--- config.mk ---
export PLATFORM = sky130hd
export DESIGN_NAME = tmatch_bank
export DESIGN_NICKNAME = d
export VERILOG_FILES = /design/src/rtl/tmatch_pkg.sv /design/src/rtl/tmatch_ctrl.sv /design/src/rtl/tmatch_dp.sv /design/src/rtl/tmatch_bank.sv
export SDC_FILE = /design/constraint.sdc
export NUM_CORES = 1
export LEC_CHECK = 0
export BUFFER_PORTS_ARGS = -buffer_cell sky130_fd_sc_hd__buf_4
export CORE_MARGIN = 3
export CORE_UTILIZATION = 52
export DETAILED_ROUTE_END_ITERATION = 8
export GPL_ROUTABILITY_DRIVEN = 0
export HOLD_SLACK_MARGIN = 0.12
export PLACE_DENSITY_LB_ADDON = 0.12
export SYNTH_ARGS = -nofsm -noshare
export SYNTH_HDL_FRONTEND = slang
export SYNTH_HIERARCHICAL = 1
export SYNTH_SLANG_ARGS = --single-unit
--- constraint.sdc ---
create_clock -name clk -period 3.71 [get_ports clk]
set_clock_uncertainty 0.15 [all_clocks]
set_input_delay 0.5565 -clock clk [delete_from_list [all_inputs] [get_ports clk]]
set_output_delay 0.5565 -clock clk [all_outputs]
set_load 0.01 [all_outputs]
--- src/rtl/tmatch_pkg.sv ---
package tmatch_pkg;
  localparam int TDIM    = 5;
  localparam int TCOUNT  = 16;
  localparam int TPIX    = TDIM * TDIM;
  localparam int CENTER  = TPIX / 2;
  localparam int SCORE_W = $clog2(TPIX + 1);
  localparam int ROW_W   = $clog2(TDIM + 1);
  localparam int SEL_W   = $clog2(TCOUNT);
  localparam int ADDR_W  = SEL_W + 2;
  localparam int LAT     = 3;

  typedef enum logic [1:0] {
    CFG_TMPL = 2'd0,
    CFG_MASK = 2'd1,
    CFG_SEL  = 2'd2,
    CFG_THR  = 2'd3
  } cfg_kind_e;

  // strobes and operands handed from control to datapath each cycle
  typedef struct packed {
    logic               take;
    logic [TPIX-1:0]    tmpl;
    logic [TPIX-1:0]    care;
    logic [SCORE_W-1:0] thr;
  } dp_ctl_t;
endpackage

--- src/rtl/tmatch_ctrl.sv ---
module tmatch_ctrl
  import tmatch_pkg::*;
(
  input  logic              clk,
  input  logic              rstN,
  input  logic              cfgWe,
  input  logic [ADDR_W-1:0] cfgAddr,
  input  logic [TPIX-1:0]   cfgData,
  input  logic              winValid,
  output dp_ctl_t           dpCtl
);
  cfg_kind_e          kind;
  logic [SEL_W-1:0]   idx;
  logic [TPIX-1:0]    tmplBank [TCOUNT];
  logic [TPIX-1:0]    maskBank [TCOUNT];
  logic [SEL_W-1:0]   selReg;
  logic [SCORE_W-1:0] thrReg;

  assign kind = cfg_kind_e'(cfgAddr[ADDR_W-1 -: 2]);
  assign idx  = cfgAddr[SEL_W-1:0];

  for (genvar e = 0; e < TCOUNT; e++) begin : gEntry
    always_ff @(posedge clk or negedge rstN) begin
      if (!rstN) begin
        tmplBank[e] <= '0;
        maskBank[e] <= '0;
      end else if (cfgWe && idx == SEL_W'(e)) begin
        if (kind == CFG_TMPL) tmplBank[e] <= cfgData;
        if (kind == CFG_MASK) maskBank[e] <= cfgData;
      end
    end
  end

  always_ff @(posedge clk or negedge rstN) begin
    if (!rstN) begin
      selReg <= '0;
      thrReg <= '0;
    end else if (cfgWe) begin
      if (kind == CFG_SEL) selReg <= cfgData[SEL_W-1:0];
      if (kind == CFG_THR) thrReg <= cfgData[SCORE_W-1:0];
    end
  end

  always_comb begin
    dpCtl.take = winValid;
    dpCtl.tmpl = tmplBank[selReg];
    dpCtl.care = ~maskBank[selReg];
    dpCtl.thr  = thrReg;
  end
endmodule

--- src/rtl/tmatch_dp.sv ---
module tmatch_dp
  import tmatch_pkg::*;
(
  input  logic            clk,
  input  logic            rstN,
  input  dp_ctl_t         dpCtl,
  input  logic [TPIX-1:0] winData,
  output logic            resValid,
  output logic            resHit,
  output logic            resCenter
);
  function automatic logic [ROW_W-1:0] rowCount(input logic [TDIM-1:0] b);
    logic [ROW_W-1:0] c;
    c = '0;
    for (int k = 0; k < TDIM; k++) c += ROW_W'(b[k]);
    return c;
  endfunction

  // stage 1: per-pixel agreement under the care mask
  logic               v1, ctr1;
  logic [TPIX-1:0]    match1;
  logic [SCORE_W-1:0] thr1;

  always_ff @(posedge clk or negedge rstN) begin
    if (!rstN) begin
      v1     <= 1'b0;
      ctr1   <= 1'b0;
      match1 <= '0;
      thr1   <= '0;
    end else begin
      v1 <= dpCtl.take;
      if (dpCtl.take) begin
        match1 <= ~(winData ^ dpCtl.tmpl) & dpCtl.care;
        thr1   <= dpCtl.thr;
        ctr1   <= winData[CENTER];
      end
    end
  end

  // stage 2: one partial count per row
  logic               v2, ctr2;
  logic [SCORE_W-1:0] thr2;
  logic [ROW_W-1:0]   rowCnt2 [TDIM];

  for (genvar r = 0; r < TDIM; r++) begin : gRow
    always_ff @(posedge clk or negedge rstN) begin
      if (!rstN) rowCnt2[r] <= '0;
      else if (v1) rowCnt2[r] <= rowCount(match1[r*TDIM +: TDIM]);
    end
  end

  always_ff @(posedge clk or negedge rstN) begin
    if (!rstN) begin
      v2   <= 1'b0;
      ctr2 <= 1'b0;
      thr2 <= '0;
    end else begin
      v2 <= v1;
      if (v1) begin
        ctr2 <= ctr1;
        thr2 <= thr1;
      end
    end
  end

  // stage 3: total score and threshold compare
  logic [SCORE_W-1:0] total;
  always_comb begin
    total = '0;
    for (int r = 0; r < TDIM; r++) total += SCORE_W'(rowCnt2[r]);
  end

  always_ff @(posedge clk or negedge rstN) begin
    if (!rstN) begin
      resValid  <= 1'b0;
      resHit    <= 1'b0;
      resCenter <= 1'b0;
    end else begin
      resValid  <= v2;
      resHit    <= v2 && (total >= thr2);
      resCenter <= v2 && ctr2;
    end
  end
endmodule

--- src/rtl/tmatch_bank.sv ---
module tmatch_bank
  import tmatch_pkg::*;
(
  input  logic              clk,
  input  logic              rstN,
  input  logic              cfgWe,
  input  logic [ADDR_W-1:0] cfgAddr,
  input  logic [TPIX-1:0]   cfgData,
  input  logic              winValid,
  input  logic [TPIX-1:0]   winData,
  output logic              resValid,
  output logic              resHit,
  output logic              resCenter
);
  dp_ctl_t dpCtl;

  tmatch_ctrl uCtrl (
    .clk      (clk),
    .rstN     (rstN),
    .cfgWe    (cfgWe),
    .cfgAddr  (cfgAddr),
    .cfgData  (cfgData),
    .winValid (winValid),
    .dpCtl    (dpCtl)
  );

  tmatch_dp uDp (
    .clk       (clk),
    .rstN      (rstN),
    .dpCtl     (dpCtl),
    .winData   (winData),
    .resValid  (resValid),
    .resHit    (resHit),
    .resCenter (resCenter)
  );
endmodule

# ---- Word level (Yosys, flattened, before mapping)
# Cells that the tools add are included.
dict set report word_totals {
  ff_bits 866
  inputBits 60
  output_inout_bits 3
  elab_cells 158
}
dict set report op_classes {
  addsub 24
  magnitude_cmp 2
  eq_ne 18
  muxes 6
  n_bitwise 5
  n_reduce_logical 54
}
# op n
set op_table {}
lappend op_table {{$bmux W25 S4} 2}
lappend op_table {{$mux W25} 4}
lappend op_table {{$reduce_and A2 Y1} 34}
lappend op_table {{$not A25 Y25} 2}
lappend op_table {{$add A3 B1 Y3} 15}
lappend op_table {{$eq A4 B4 Y1 const B} 8}
lappend op_table {{$and A25 B25 Y25} 1}
lappend op_table {{$xor A25 B25 Y25} 1}
lappend op_table {{$logic_and A1 B1 Y1} 18}
lappend op_table {{$eq A4 B3 Y1 const B} 4}
lappend op_table {{$add A5 B3 Y5} 3}
lappend op_table {{$add A1 B1 Y2} 5}
lappend op_table {{$eq A4 B2 Y1 const B} 2}
lappend op_table {{$ge A5 B5 Y1} 1}
lappend op_table {{$ge A5 B5 Y1 const B} 1}
lappend op_table {{$not A4 Y5} 1}
lappend op_table {{$add A3 B3 Y4} 1}
lappend op_table {{$eq A2 B2 Y1 const B} 2}
lappend op_table {{$eq A4 B1 Y1 const B} 1}
lappend op_table {{$logic_not A4 Y1} 1}
lappend op_table {{$eq A2 B1 Y1 const B} 1}
lappend op_table {{$logic_not A2 Y1} 1}

# ---- Longest topological paths before layout
# Gate-level depths: netlist of run 1.
dict set report logic_depth {
  ltp_word 7
  depth_mapped 13
  mapped_depth_nobuf 13
}

# ---- Modules after synthesis
# The synthesis of run 1 kept the hierarchy.
# mod instances cells_each area_per_inst_um2 seq_area_each_um2
set modules_own_cells {}
lappend modules_own_cells {tmatch_ctrl 1 2240 36128.4 20244.4}
lappend modules_own_cells {tmatch_dp 1 277 3141.8 1426.4}

# ---- Worst setup path before layout of run 1
# No wires, ideal clock.
dict set report synth_timing {
  path_kind {reg-to-reg}
  startpoint {reg uDp/rowCnt2[9] (netlist bit)}
  endpoint {reg uDp.resHit}
  t_arrival_ps 3012
  t_required_ps 3429
  path_slack_ps 416
  path_stages_with_launch 13
  period_less_slack_ps 3294
  cell_sequence {dfrtp_1 -> ha_1 -> fa_1 -> inv_1 -> fa_1 -> inv_1 -> ha_1 -> fa_1 -> xor2_1 -> ha_1 -> o21a_1 -> o21ai_0 -> a31oi_1}
}
dict set report synth_between {
  elab_chain_len 6
}
# item line
set synth_rtl {}
lappend synth_rtl {{start, declared} tmatch_dp.sv:43} ;# logic [ROW_W-1:0] rowCnt2 [TDIM];
lappend synth_rtl {{start signal, assigned by index} tmatch_dp.sv:48} ;# else if (v1) rowCnt2[r] <= rowCount(match1[r*TDIM +: TDIM]);
lappend synth_rtl {{$add A3 B3 Y4} tmatch_dp.sv:70} ;# for (int r = 0; r < TDIM; r++) total += SCORE_W'(rowCnt2[r]);
lappend synth_rtl {{$add A5 B3 Y5 (3 in series)} tmatch_dp.sv:70}
lappend synth_rtl {{$ge A5 B5 Y1} tmatch_dp.sv:80} ;# resHit <= v2 && (total >= thr2);
lappend synth_rtl {{$logic_and A1 B1 Y1} tmatch_dp.sv:80}
lappend synth_rtl {{end signal, assigned} tmatch_dp.sv:80}
lappend synth_rtl {{end, declared} tmatch_dp.sv:9} ;# output logic resHit,
# Every way passes these cells.
# A chain may end at the register's enable or synchronous reset.

# ---- Worst setup path after layout of run 1
# Same ends and word-level chain as after synthesis.

==> results of run 1 <==
==> flip-flops by register name, summed over array words and instances (netlist names) <==
| name | flops |
|---|---|
| uDp/ctr2 | 1 |
| uDp/resCenter | 1 |
| uDp/thr2 | 5 |
| uDp/resValid | 1 |
| uCtrl/thrReg | 5 |
| uCtrl/selReg | 4 |
| uDp/ctr1 | 1 |
| uCtrl/maskBank | 400 |
| uDp/v2 | 1 |
| uCtrl/tmplBank | 400 |
| uDp/match1 | 25 |
| uDp/resHit | 1 |
| uDp/thr1 | 5 |
| uDp/rowCnt2 | 15 |
| uDp/v1 | 1 |
==> cell usage after synthesis, drive strengths merged, types with 2 or more instances <==
cell and count:
dfrtp 866, mux2 824, mux4 200, clkbuf 127, buf 101, nand2 65
a22o 50, a22oi 50, inv 49, o21ai 36, nor2 28, nand3 27
xnor2 27, ha 19, fa 17, nor4b 4, a21o 3, nor4bb 3
and2 2, and3b 2, mux2i 2, nand3b 2, nor2b 2
==> layer usage <==
| layer | global-route usage | share of wire |
|---|---|---|
| met1 | 0.381 | 0.44 |
| met2 | 0.426 | 0.48 |
| met3 | 0.0441 | 0.050 |
| met4 | 0.0719 | 0.025 |
| met5 | 0 | 0.00025 |
==> cells in the final DEF, fill, tap and decap left out, drive strengths merged <==
master / n
fa: 17
o21ai: 36
nor3: 1
clkinv: 18
nand4b: 1
dfrtp: 866
nor2b: 2
a22oi: 50
and2: 2
mux2i: 2
o211ai: 1
a21o: 3
clkbuf: 150
nand2: 65
nor4: 1
mux2: 824
nand3b: 2
diode: 1
mux4: 200
a31oi: 1
xor2: 1
a211oi: 1
clkinvlp: 2
inv: 51
bufinv: 7
nor2: 28
nor4b: 4
nand3: 27
ha: 19
a22o: 50
o21a: 1
buf: 155
dlygate4sd3: 13
and3b: 2
nor3b: 1
xnor2: 27
nor4bb: 3
a21oi: 1
and3: 1
==> cells by family (layout without fill, tap and decap cells) <==
family	count (synthesis)	after routing	share of synthesized area
buffers and inverters	277	396	0.0307
multiplexers	1026	1026	0.352
AO/OA/AOI/OAI	144	144	0.0267
other	0	1	0
XOR/XNOR	28	28	0.00624
adder cells (fa/ha/maj)	36	36	0.0147
AND/OR/NAND/NOR	140	140	0.0175
flip-flops	866	866	0.552
==> worst paths after layout <==
check / from / endpoint / slack, ns / depth (start not counted)
min in group asynchronous: rstN / uCtrl/tmplBank[172]$_DFFE_PN0P_ / 0.39 / 2
worst max register to register: uDp/rowCnt2[9]$_DFFE_PN0P_ / uDp/resHit$_DFF_PN0_ / 0.18 / 12
max in group asynchronous: rstN / uCtrl/maskBank[334]$_DFFE_PN0P_ / 1.97 / 3
worst min-delay path: winData[11] / uDp/match1[11]$_DFFE_PN0P_ / 0.15 / 4
worst max-delay path: uDp/rowCnt2[9]$_DFFE_PN0P_ / uDp/resHit$_DFF_PN0_ / 0.18 / 12
worst min register to register: uDp/v2$_DFF_PN0_ / uDp/resValid$_DFF_PN0_ / 0.28 / 0
==> worst max-delay path, stage by stage (launching register included) <==
cell,delay [ns]
dfrtp_1,0.40
ha_1,0.23
fa_1,0.48
inv_1,0.06
fa_1,0.54
inv_1,0.05
ha_1,0.21
fa_1,0.44
xor2_1,0.15
ha_1,0.28
o21a_1,0.18
o21ai_0,0.16
a31oi_1,0.06
==> power by group through the flow <==
stage	sequential, mW	clock (mW)	combinational, mW
after global placement	11.6	0	5.86
after CTS	11.6	10.0	6.12
final	11.6	9.83	6.09
after global routing	11.8	10.4	6.67
after detailed placement	11.8	0	6.08
after floorplan	11.5	0	4.29
==> layout make-up <==
type                            instances  area [um^2]  area share
Timing Repair Buffer                  168         1750      0.0392
Tap cell                              969         1210      0.0271
Multi-Input combinational cell       1374        16500       0.370
Sequential cell                       866        21700       0.485
Clock inverter                         29          344     0.00770
Clock buffer                          150         2990      0.0669
Antenna cell                            1         2.50   0.0000560
Inverter                               49          184     0.00412
==> flow_summary.ini, run 1 <==
[status]
outcome = completed

[routing]
routed_wl_um = 103000
drtIter0Drc = 1506
vias = 22200
drtAntennaViolNets = 0
drc = 0
wl_per_cell_um = 28.5
routed_via_density = 6.16
first_pass_iters = 4

[synth]
yosysTopAreaCellShare = 0.552
yosys_register_bits = 866
synth_edf_count = 0
syn_area_per_cell_um2 = 15.6
yosys.area.top_type = dfrtp_1
synth_nets = 2613
ys_warn_count = 6
ys_top_cells_by_area = dfrtp_1 (55%), mux2_2 (23%), mux4_2 (11%)
syn_area_mm2 = 0.0393
ys_seq_area_frac = 0.552
synth_cells = 2517
yosysUniqueCellTypes = 41
synthFlopType = dfrtp_1
synthArstFlopShare = 1.00

[sta]
rsz0062_at_grt = no
fmax_mhz = 283
post-route-period-util = 0.953
finalCriticalPeriod_ns = 3.53
hold_violations = 0
max_slew_margin = 0.156
worst_hold_slack_ns = 0.147
setup-tns-final_ns = 0
drv_slew = 0
setup_viol = 0
worstMarginPinSlew_ns = 1.27
layout_setup_ws_ns = 0.175

[clock_tree]
cts.sinks = 866
h-tree-depth = 3
clockBufferDepth = 3
postCtsSetupBuffers = 0
clk_pin_slew_ns = 0.06
hold_buffers = 13
cts_resized = 0
cts_tree = done
clk_latency_ns = 0.64
cts-root-buf = clkbuf_16
numCtsBuffers = 95

[critical_path]
critPathMaxFanout = 2
cp-end-kind = flop
critPathKind = flop to flop
required_ns = 4.07
worstSetupStartpointType = flop
critical_path_arrival_ns = 3.89

[place]
place.port_buffers = 62
dp_hpwl_um = 62700
pre_cts_slack_ns = 0.193
post_dp_cell_area_mm2 = 0.0412
dp.cells = 3413

[finish]
nFillCells = 5655
nNetsFinal = 2650
post-route-util = 0.599
area_growth_pct = 13.8
finalNonFillerCells = 3606
design_area_mm2 = 0.0447
drive_gt1_frac = 0.523

[die]
start_util = 0.527
die_y_um = 281
die_area_mm2 = 0.0789
ios = 63
rows = 100
core_mm2 = 0.0746
die_w_um = 281

[power_and_ir_drop]
seqPwrFrac = 0.421
finalPower_mw = 27.5
vdd_ir_drop_max_v = 0.000371
internal_power_mw = 20.0
p_sw_mw = 7.51
clkPwrFrac = 0.357
combPwrFrac = 0.221
leakagePower_nw = 21.1
switching_share = 0.273
p_per_area_mw_per_mm2 = 616

[global_route]
grt_max_degree = 100
grt_pass1_vias = 23600
grtUsageTotal = 0.266
antenna_found_initial = 6
grt.overflow.total = 0
grt_pass1_wl_um = 154000

[job]
drv_cap = 0

[min_path]
hp-class = input port to flop
(Power assumes the default switching activity.)
==> inputs of run 2 (changes only) <==
--- a/config.mk
+++ b/config.mk
@@ -7,7 +7,7 @@
 export LEC_CHECK = 0
 export BUFFER_PORTS_ARGS = -buffer_cell sky130_fd_sc_hd__buf_4
 export CORE_MARGIN = 3
-export CORE_UTILIZATION = 52
+export CORE_UTILIZATION = 26
 export DETAILED_ROUTE_END_ITERATION = 8
 export GPL_ROUTABILITY_DRIVEN = 0
 export HOLD_SLACK_MARGIN = 0.12
==> flow_summary.ini, run 2 (synthesis gave the netlist of run 1 again) <==
[status]
outcome = completed

[die]
core_mm2 = 0.149
die_w_um = 395
start_util = 0.264
die_y_um = 395
die_area_mm2 = 0.156
ios = 63
rows = 141

[sta]
fmax_mhz = 290
setup-tns-final_ns = 0
drv_slew = 0
worstMarginPinSlew_ns = 0.870
max_slew_margin = 0.412
post-route-period-util = 0.929
rsz0062_at_grt = no
layout_setup_ws_ns = 0.262
setup_viol = 0
finalCriticalPeriod_ns = 3.45
hold_violations = 0

[place]
pre_cts_slack_ns = 0.246
post_dp_cell_area_mm2 = 0.0425
dp_hpwl_um = 71900
place.port_buffers = 62

[clock_tree]
h-tree-depth = 3
numCtsBuffers = 102
clk_pin_slew_ns = 0.06
cts-root-buf = clkbuf_16
cts.sinks = 866
clk_latency_ns = 0.70
cts_tree = done
clockBufferDepth = 3

[routing]
vias = 22300
wl_per_cell_um = 26.2
routed_wl_um = 122000
drtIter0Drc = 1058
first_pass_iters = 5
drc = 0
drtAntennaViolNets = 0
routed_via_density = 4.77

[critical_path]
r2r_end = uDp/resHit$_DFF_PN0_
worstRegToRegCells = 12
required_ns = 4.13
critical_path_arrival_ns = 3.87
crit_chain = ha_1, fa_1, inv_1, fa_1, inv_1, ha_1, fa_1, xor2_1, ha_1, o21a_1, o21ai_0, a31oi_1
r2r_start = uDp/rowCnt2[9]$_DFFE_PN0P_
ff2ff_setup_slack_ns = 0.26
worstSetupStartpointType = flop
critPathKind = flop to flop
cp-end-kind = flop
slowest_delay_ns = 0.53
cp_slowest_cell = fa_1
critPathMaxFanout = 2

[power_and_ir_drop]
clkPwrFrac = 0.367
p_per_area_mw_per_mm2 = 607
internal_power_mw = 20.2
seqPwrFrac = 0.415
combPwrFrac = 0.218
p_sw_mw = 7.81
leakagePower_nw = 21.2
switching_share = 0.279
finalPower_mw = 28.0
vdd_ir_drop_max_v = 0.000405

[min_path]
min_to = uDp/match1[2]$_DFFE_PN0P_
min_from = winData[2]
hp-class = input port to flop
hold_path_depth = 4

[finish]
area_growth_pct = 17.4
design_area_mm2 = 0.0461
reg_top3 = uCtrl/maskBank x400, uCtrl/tmplBank x400, uDp/match1 x25
nFillCells = 14600
nNetsFinal = 2678
final_common_cell = dfrtp_1
drive_gt1_frac = 0.525
post-route-util = 0.310
final_cell_mix = dfrtp_1 (864), mux2_2 (815), mux4_2 (200)

[global_route]
grt.overflow.total = 0
grtUsageTotal = 0.157
antenna_found_initial = 3
grt_pass1_vias = 24800
grt_max_degree = 85
grt_pass1_wl_um = 179000

[job]
drv_cap = 0
[run 2: power groups by stage]
stage          sequential [mW]  combinational, mW  clock, mW
6_report                  11.6               6.10       10.3
5_1_grt                   11.8               6.81       11.1
4_1_cts                   11.6               6.25       10.7
3_5_place_dp              11.8               6.21          0
3_3_place_gp              11.7               6.19          0
2_1_floorplan             11.5               4.29          0
[run 2: final cells by class]
class	count	area [um^2]	share of cell area
flip-flops and latches	866	21700	0.470
multi-input cells	1374	16500	0.358
clock buffers	150	3050	0.0661
well taps	2002	2500	0.0543
repair buffers	189	1790	0.0388
clock inverters	37	405	0.00879
inverters	49	184	0.00399
diodes	1	2.50	0.0000543
[run 2: what timing repair did]
action | 4_1_cts | 5_1_grt
hold buffers | 21 | 0
setup buffers | 0 | 0
resized for setup | 0 | 0
hold endpoints to repair | 69 | 0
[run 2: worst max-delay path by stage]
stage,end,from,slack (ns)
after floorplan,uDp/resHit$_DFF_PN0_,uDp/rowCnt2[9]$_DFFE_PN0P_,0.42
after global placement,uDp/resHit$_DFF_PN0_,uDp/rowCnt2[9]$_DFFE_PN0P_,0.20
after detailed placement,uDp/resHit$_DFF_PN0_,uDp/rowCnt2[12]$_DFFE_PN0P_,0.25
after CTS,uDp/resHit$_DFF_PN0_,uDp/rowCnt2[9]$_DFFE_PN0P_,0.24
after global routing,uDp/resHit$_DFF_PN0_,uDp/rowCnt2[12]$_DFFE_PN0P_,0.11
final,uDp/resHit$_DFF_PN0_,uDp/rowCnt2[9]$_DFFE_PN0P_,0.26
[run 2: layer usage]
| metal | wire, um | GRT usage |
|---|---|---|
| met5 | 0 | 0 |
| met4 | 2470 | 0.0416 |
| met3 | 3490 | 0.0210 |
| met2 | 59300 | 0.260 |
| met1 | 56900 | 0.217 |
[run 2: worst max-delay path, delay by kind of cell, from the launching register on]
family	cells	cell delay, ns
AOI/OAI and AO/OA	3	0.39
xor gates and xnor gates	1	0.15
adders and majority gates	6	2.16
buffers and inverters	2	0.10
DFF	1	0.38
[run 2: metrics by stage]
step	hold slack (ns)	std cells
global placement	0.263	4459
CTS	0.137	4667
detailed placement	0.262	4459
global route	0.175	4667
floorplan	0.111	2517
finish	0.188	4668
